`config.mk`:
```
export PLATFORM = sky130hd
export DESIGN_NAME = wfseq_top
export DESIGN_NICKNAME = d
export VERILOG_FILES = /design/src/rtl/wfs_pkg.sv /design/src/rtl/wfs_desc_mem.sv /design/src/rtl/wfs_term_eval.sv /design/src/rtl/wfs_seq_core.sv /design/src/rtl/wfseq_top.sv
export SDC_FILE = /design/constraint.sdc
export NUM_CORES = 1
export LEC_CHECK = 0
export BUFFER_PORTS_ARGS = -buffer_cell sky130_fd_sc_hd__buf_2
export CAP_MARGIN = 10
export CORE_UTILIZATION = 38
export DETAILED_ROUTE_END_ITERATION = 7
export PLACE_DENSITY = 0.57
export SYNTH_ARGS = -nofsm -noshare
export SYNTH_HDL_FRONTEND = slang
export SYNTH_HIERARCHICAL = 1
export SYNTH_SLANG_ARGS = --single-unit
```
`constraint.sdc`:
```
create_clock -name clk -period 5.2 [get_ports clk]
set_clock_uncertainty 0.2 [all_clocks]
set_input_delay 0.26 -clock clk [delete_from_list [all_inputs] [get_ports clk]]
set_output_delay 0.26 -clock clk [all_outputs]
set_load 0.005 [all_outputs]
```
`src/rtl/wfs_pkg.sv`:
```
package wfs_pkg;
  typedef logic [2:0] slot_t;
  localparam slot_t IDLE_SLOT = 3'd7;
  localparam int    N_RDY     = 6;

  typedef enum logic [1:0] {
    LF_AND  = 2'd0,
    LF_OR   = 2'd1,
    LF_XOR  = 2'd2,
    LF_NAB  = 2'd3
  } lfunc_e;

  localparam int BK_LEN = 0;
  localparam int BK_OP  = 1;
  localparam int BK_OUT = 2;
  localparam int BK_LOG = 3;

  localparam int OPB_DP   = 0;
  localparam int OPB_DATA = 1;
endpackage

```
`src/rtl/wfs_desc_mem.sv`:
```
module wfs_desc_mem #(
  parameter int BYTE_W = 8,
  parameter int SLOT_W = 3,
  parameter int BANKS  = 4
) (
  input  logic                          clk,
  input  logic                          rst_n,
  input  logic                          we,
  input  logic [$clog2(BANKS)+SLOT_W-1:0] waddr,
  input  logic [BYTE_W-1:0]             wdata,
  input  logic                          wr_allow,
  input  logic [SLOT_W-1:0]             rd_slot,
  output logic [BANKS-1:0][BYTE_W-1:0]  rd_bytes
);
  localparam int SLOTS = 1 << SLOT_W;
  localparam int AW    = $clog2(BANKS) + SLOT_W;

  logic [BYTE_W-1:0] mem [BANKS][SLOTS];

  for (genvar b = 0; b < BANKS; b++) begin : g_bank
    for (genvar s = 0; s < SLOTS; s++) begin : g_slot
      logic hit;
      assign hit = we && (waddr == AW'(b * SLOTS + s));

      always_ff @(posedge clk) begin
        if (!rst_n)               mem[b][s] <= '0;
        else if (hit && wr_allow) mem[b][s] <= wdata;
      end


      desc_hold_chk: assert property (@(posedge clk) disable iff (!rst_n)
        (hit && !wr_allow) |=> $stable(mem[b][s]));
    end
    assign rd_bytes[b] = mem[b][rd_slot];
  end
endmodule

```
`src/rtl/wfs_term_eval.sv`:
```
module wfs_term_eval
  import wfs_pkg::*;
(
  input  logic [N_RDY-1:0] rdy,
  input  logic             fifo_full,
  input  logic             tc_last,
  input  logic [7:0]       logic_byte,
  output logic             cond
);
  logic [N_RDY+1:0] terms;
  logic             ta, tb;
  lfunc_e           fn;

  assign terms = {tc_last, fifo_full, rdy};
  assign ta    = terms[logic_byte[5:3]];
  assign tb    = terms[logic_byte[2:0]];
  assign fn    = lfunc_e'(logic_byte[7:6]);

  always_comb begin
    unique case (fn)
      LF_AND:  cond = ta & tb;
      LF_OR:   cond = ta | tb;
      LF_XOR:  cond = ta ^ tb;
      default: cond = ~ta & tb;
    endcase
  end
endmodule

```
`src/rtl/wfs_seq_core.sv`:
```
module wfs_seq_core
  import wfs_pkg::*;
#(
  parameter int TC_W   = 16,
  parameter int CTL_W  = 6,
  parameter int BYTE_W = 8
) (
  input  logic              clk,
  input  logic              rst_n,
  input  logic              go,
  input  logic [TC_W-1:0]   xfer_count,
  input  logic [BYTE_W-1:0] len_b,
  input  logic              op_dp,
  input  logic              op_data,
  input  logic [CTL_W-1:0]  out_b,
  input  logic              cond,
  input  logic              fifo_ready,
  output slot_t             cur,
  output logic              done,
  output logic              tc_last,
  output logic [CTL_W-1:0]  ctl,
  output logic              capture
);
  logic [BYTE_W-1:0] cnt;
  logic [TC_W-1:0]   tc_rem;
  logic              self_rep;
  logic              adv, expired, start_ok;
  slot_t             tgt;

  assign done     = (cur == IDLE_SLOT);
  assign tc_last  = (tc_rem == TC_W'(1));
  assign expired  = (cnt == BYTE_W'(len_b - 1'b1));
  assign start_ok = go && (xfer_count != '0);

  always_comb begin
    adv = 1'b0;
    tgt = cur;
    if (!done) begin
      if (op_dp) begin
        adv = 1'b1;
        tgt = cond ? slot_t'(len_b[5:3]) : slot_t'(len_b[2:0]);
      end else if (expired) begin
        adv = 1'b1;
        tgt = slot_t'(cur + 3'd1);
      end
    end
  end

  always_ff @(posedge clk) begin
    if (!rst_n) begin
      cur      <= IDLE_SLOT;
      cnt      <= '0;
      tc_rem   <= '0;
      self_rep <= 1'b0;
    end else if (done) begin
      cnt      <= '0;
      self_rep <= 1'b0;
      if (start_ok) begin
        cur    <= '0;
        tc_rem <= xfer_count;
      end
    end else if (adv) begin
      cnt      <= '0;
      self_rep <= op_dp && (tgt == cur);
      if (tgt == IDLE_SLOT && !tc_last) begin
        cur    <= '0;
        tc_rem <= tc_rem - 1'b1;
      end else begin
        cur <= tgt;
      end
    end else begin
      cnt <= cnt + 1'b1;
    end
  end

  assign capture = !done && op_dp && op_data && fifo_ready && (len_b[7] || !self_rep);
  assign ctl     = done ? '0 : out_b;


  idle_hold_chk: assert property (@(posedge clk) disable iff (!rst_n)
    (done && !start_ok) |=> done);


  start_chk: assert property (@(posedge clk) disable iff (!rst_n)
    (done && start_ok) |=> (!done && cur == '0));


  delay_step_chk: assert property (@(posedge clk) disable iff (!rst_n)
    (!done && !op_dp) |=> (cur == $past(cur) || cur == slot_t'($past(cur) + 3'd1) || cur == '0));
endmodule

```
`src/rtl/wfseq_top.sv`:
```
module wfseq_top
  import wfs_pkg::*;
#(
  parameter int DATA_W = 8,
  parameter int TC_W   = 16,
  parameter int CTL_W  = 6
) (
  input  logic              clk,
  input  logic              rst_n,
  input  logic              desc_we,
  input  logic [4:0]        desc_addr,
  input  logic [7:0]        desc_wdata,
  input  logic              go,
  input  logic [TC_W-1:0]   xfer_count,
  output logic              done,
  output logic [CTL_W-1:0]  ctl_out,
  input  logic [N_RDY-1:0]  rdy_in,
  input  logic [DATA_W-1:0] data_in,
  output logic              fifo_valid,
  output logic [DATA_W-1:0] fifo_data,
  input  logic              fifo_ready
);
  localparam int BYTE_W = 8;
  localparam int BANKS  = 4;

  logic [BANKS-1:0][BYTE_W-1:0] bytes;
  slot_t cur;
  logic  cond, tc_last;
  logic  unused_bits;

  assign unused_bits = ^{bytes[BK_OP][7:2], bytes[BK_OUT][7:CTL_W]};

  wfs_desc_mem #(.BYTE_W(BYTE_W), .SLOT_W(3), .BANKS(BANKS)) u_mem (
    .clk      (clk),
    .rst_n    (rst_n),
    .we       (desc_we),
    .waddr    (desc_addr),
    .wdata    (desc_wdata),
    .wr_allow (done),
    .rd_slot  (cur),
    .rd_bytes (bytes)
  );

  wfs_term_eval u_term (
    .rdy        (rdy_in),
    .fifo_full  (!fifo_ready),
    .tc_last    (tc_last),
    .logic_byte (bytes[BK_LOG]),
    .cond       (cond)
  );

  wfs_seq_core #(.TC_W(TC_W), .CTL_W(CTL_W), .BYTE_W(BYTE_W)) u_core (
    .clk        (clk),
    .rst_n      (rst_n),
    .go         (go),
    .xfer_count (xfer_count),
    .len_b      (bytes[BK_LEN]),
    .op_dp      (bytes[BK_OP][OPB_DP]),
    .op_data    (bytes[BK_OP][OPB_DATA]),
    .out_b      (bytes[BK_OUT][CTL_W-1:0]),
    .cond       (cond),
    .fifo_ready (fifo_ready),
    .cur        (cur),
    .done       (done),
    .tc_last    (tc_last),
    .ctl        (ctl_out),
    .capture    (fifo_valid)
  );

  assign fifo_data = data_in;


  idle_quiet_chk: assert property (@(posedge clk) disable iff (!rst_n)
    done |-> (ctl_out == '0 && !fifo_valid));


  no_overflow_chk: assert property (@(posedge clk) disable iff (!rst_n)
    fifo_valid |-> fifo_ready);
endmodule

```
==> out/qor.yml <==
run_status:
  outcome: "completed"
route:
  via_per_inst: 5.83
  wl_per_cell_um: 22.0
  vias: 7940
  drt-total-wl_um: 30000
  drcViolationCount: 0
  drtIter0Drc: 804
  firstDrtPassIters: 5
  ant_nets: 0
cells_and_area:
  nNetsFinal: 1011
  final_area_um2: 12900
  final.fill_count: 2765
  drive_gt1_share_pct: 23.2
  final_util_pct: 43.2
  area_growth_pct: 10.5
  multi_input_area_um2: 4680
  seqCellArea_um2: 6330
sta:
  finalSetupTns_ps: 0
  fin_crit_ps: 4720
  worst_pin_slew_ps: 1170
  setup_viol: 0
  hold_viol: 0
  whs_ps: 25.4
  max_freq_mhz: 212
  fin_crit_sh_pct: 90.7
  slew_headroom_pct: 21.7
  timing.final.max_slew_violations: 0
  rsz0062_at_grt: "no"
pwr:
  p_int_mw: 4.09
  power_frac_comb_pct: 38.8
  p_per_area_nw_per_um2: 494
  p_seq_share_pct: 34.9
  design_power_total_mw: 6.40
  p_sw_mw: 2.31
  vdd_ir_drop_max_v: 0.000222
  p_leak_nw: 4.30
  swShare_pct: 36.1
  p_clk_share_pct: 26.3
worst_setup_path:
  r2r_slack_ps: 480
  crit_arrival_ps: 4940
  start_kind: "flop"
  cp_max_fo: 41
  path_class: "flop to flop"
  crit_path_end_kind: "flop"
  required_ps: 5430
placed_design:
  hpwl_um: 19200
  placed_cell_area_um2: 12100
  port_buffers: 47
  gp_congestion: 0.861
clock_network:
  clock_sinks: 220
  cts_buffer_depth: 3
  cts_root_buf: "clkbuf_16"
  path_clk_slew_ps: 70
  cts_tree: "yes"
  cts_made_buffers: 24
  cts_max_level: 1
  worst_skew_pair.late_latency_ps: 520
  cts_resized: 0
synthesis:
  synthCells: 974
  synth_nets: 1032
  yosys_warnings: 6
  avgSynthCellArea_um2: 12.0
  synth_area_um2: 11700
global_route:
  grt_max_degree: 81
  grt_use_total_pct: 19.4
  antenna_found_initial: 1
  grt_pass1_vias: 7823
  grt_pass1_wl_um: 46800
  overflow: 0
die:
  io_pins: 64
  core-area_um2: 30000
  die_h_um: 178
  die-area_um2: 31500
  fp.dieW_um: 178
  start_util_pct: 39.1
  fp-row-count: 63
worst_hold_path:
  hold_path_class: "input pin to flop"
job:
  cap_violations: 0
[power groups by stage]
stage	clock network [mW]	registers (mW)	logic, mW
CTS	1.72	2.23	2.48
finish	1.68	2.23	2.49
global placement	0	2.26	2.46
global route	1.78	2.26	2.69
detailed placement	0	2.27	2.46
floorplan	0	2.16	1.96
[cell type report]
class                      instances  share of cell area (%)
multi-input combinational        598                    36.1
clock inverter                    17                    1.11
antenna                            1                  0.0193
timing repair buffer              88                    4.56
clock buffer                      27                    4.89
inverter                          21                   0.609
tap                              390                    3.77
sequential                       220                    48.9
[state kept, by name, summed over array words and instances (netlist names)]
| name | count |
|---|---|
| u_core/cnt | 8 |
| u_core/tc_rem | 16 |
| u_core/self_rep | 1 |
| u_mem/mem | 192 |
| u_core/cur | 3 |
[timing repair]
action,4_1_cts,5_1_grt
hold endpoints to repair,9,0
buffers inserted,0,0
hold buffers,9,0
[final timing paths]
| check | start | end | cells past startpoint |
|---|---|---|---|
| hold reg to reg | u_core/self_rep | u_core/self_rep | 2 |
| setup reg to reg | u_core/cur[0] | u_core/tc_rem[11] | 10 |
| setup / recovery | u_core/cur[0] | u_core/tc_rem[11] | 10 |
| hold / removal | xfer_count[0] | u_core/tc_rem[0] | 3 |
[routing by layer]
metal	GRT usage, %	wire length (um)
met2	30.4	13900
met5	0	0
met4	5.48	544
met3	3.02	1510
met1	27.8	14000
[per-stage QoR]
step	setup slack, ps	cells
6_report	482	1362
5_1_grt	202	1362
4_1_cts	467	1361
3_5_place_dp	514	1308
3_3_place_gp	560	1308
2_1_floorplan	660	974
[cell usage in the layout, fill, tap and decap left out, types with 8 or more instances in the layout]
master / instances
nor2_1: 27
o211ai_1: 12
nor2b_1: 9
xnor2_1: 8
a21oi_1: 8
mux4_2: 50
dfxtp_1: 26
clkbuf_16: 25
nor3_1: 190
buf_4: 30
nor3_2: 14
dlygate4sd3_1: 9
inv_1: 21
o21ai_0: 48
nand2_1: 53
nand3_1: 16
mux2_2: 26
buf_2: 47
ha_1: 9
edfxtp_1: 192
xor2_1: 9
[critical path, cell delays in order (launching register included)]
cell      delay (ps)
dfxtp_4          570
buf_12           320
mux4_2           590
mux2_2           350
nor4_2           440
a211o_1          190
a21oi_1           60
o211ai_1         770
mux2i_4          580
nor2_1           200
o311ai_1         280
(Power assumes the default switching activity.)
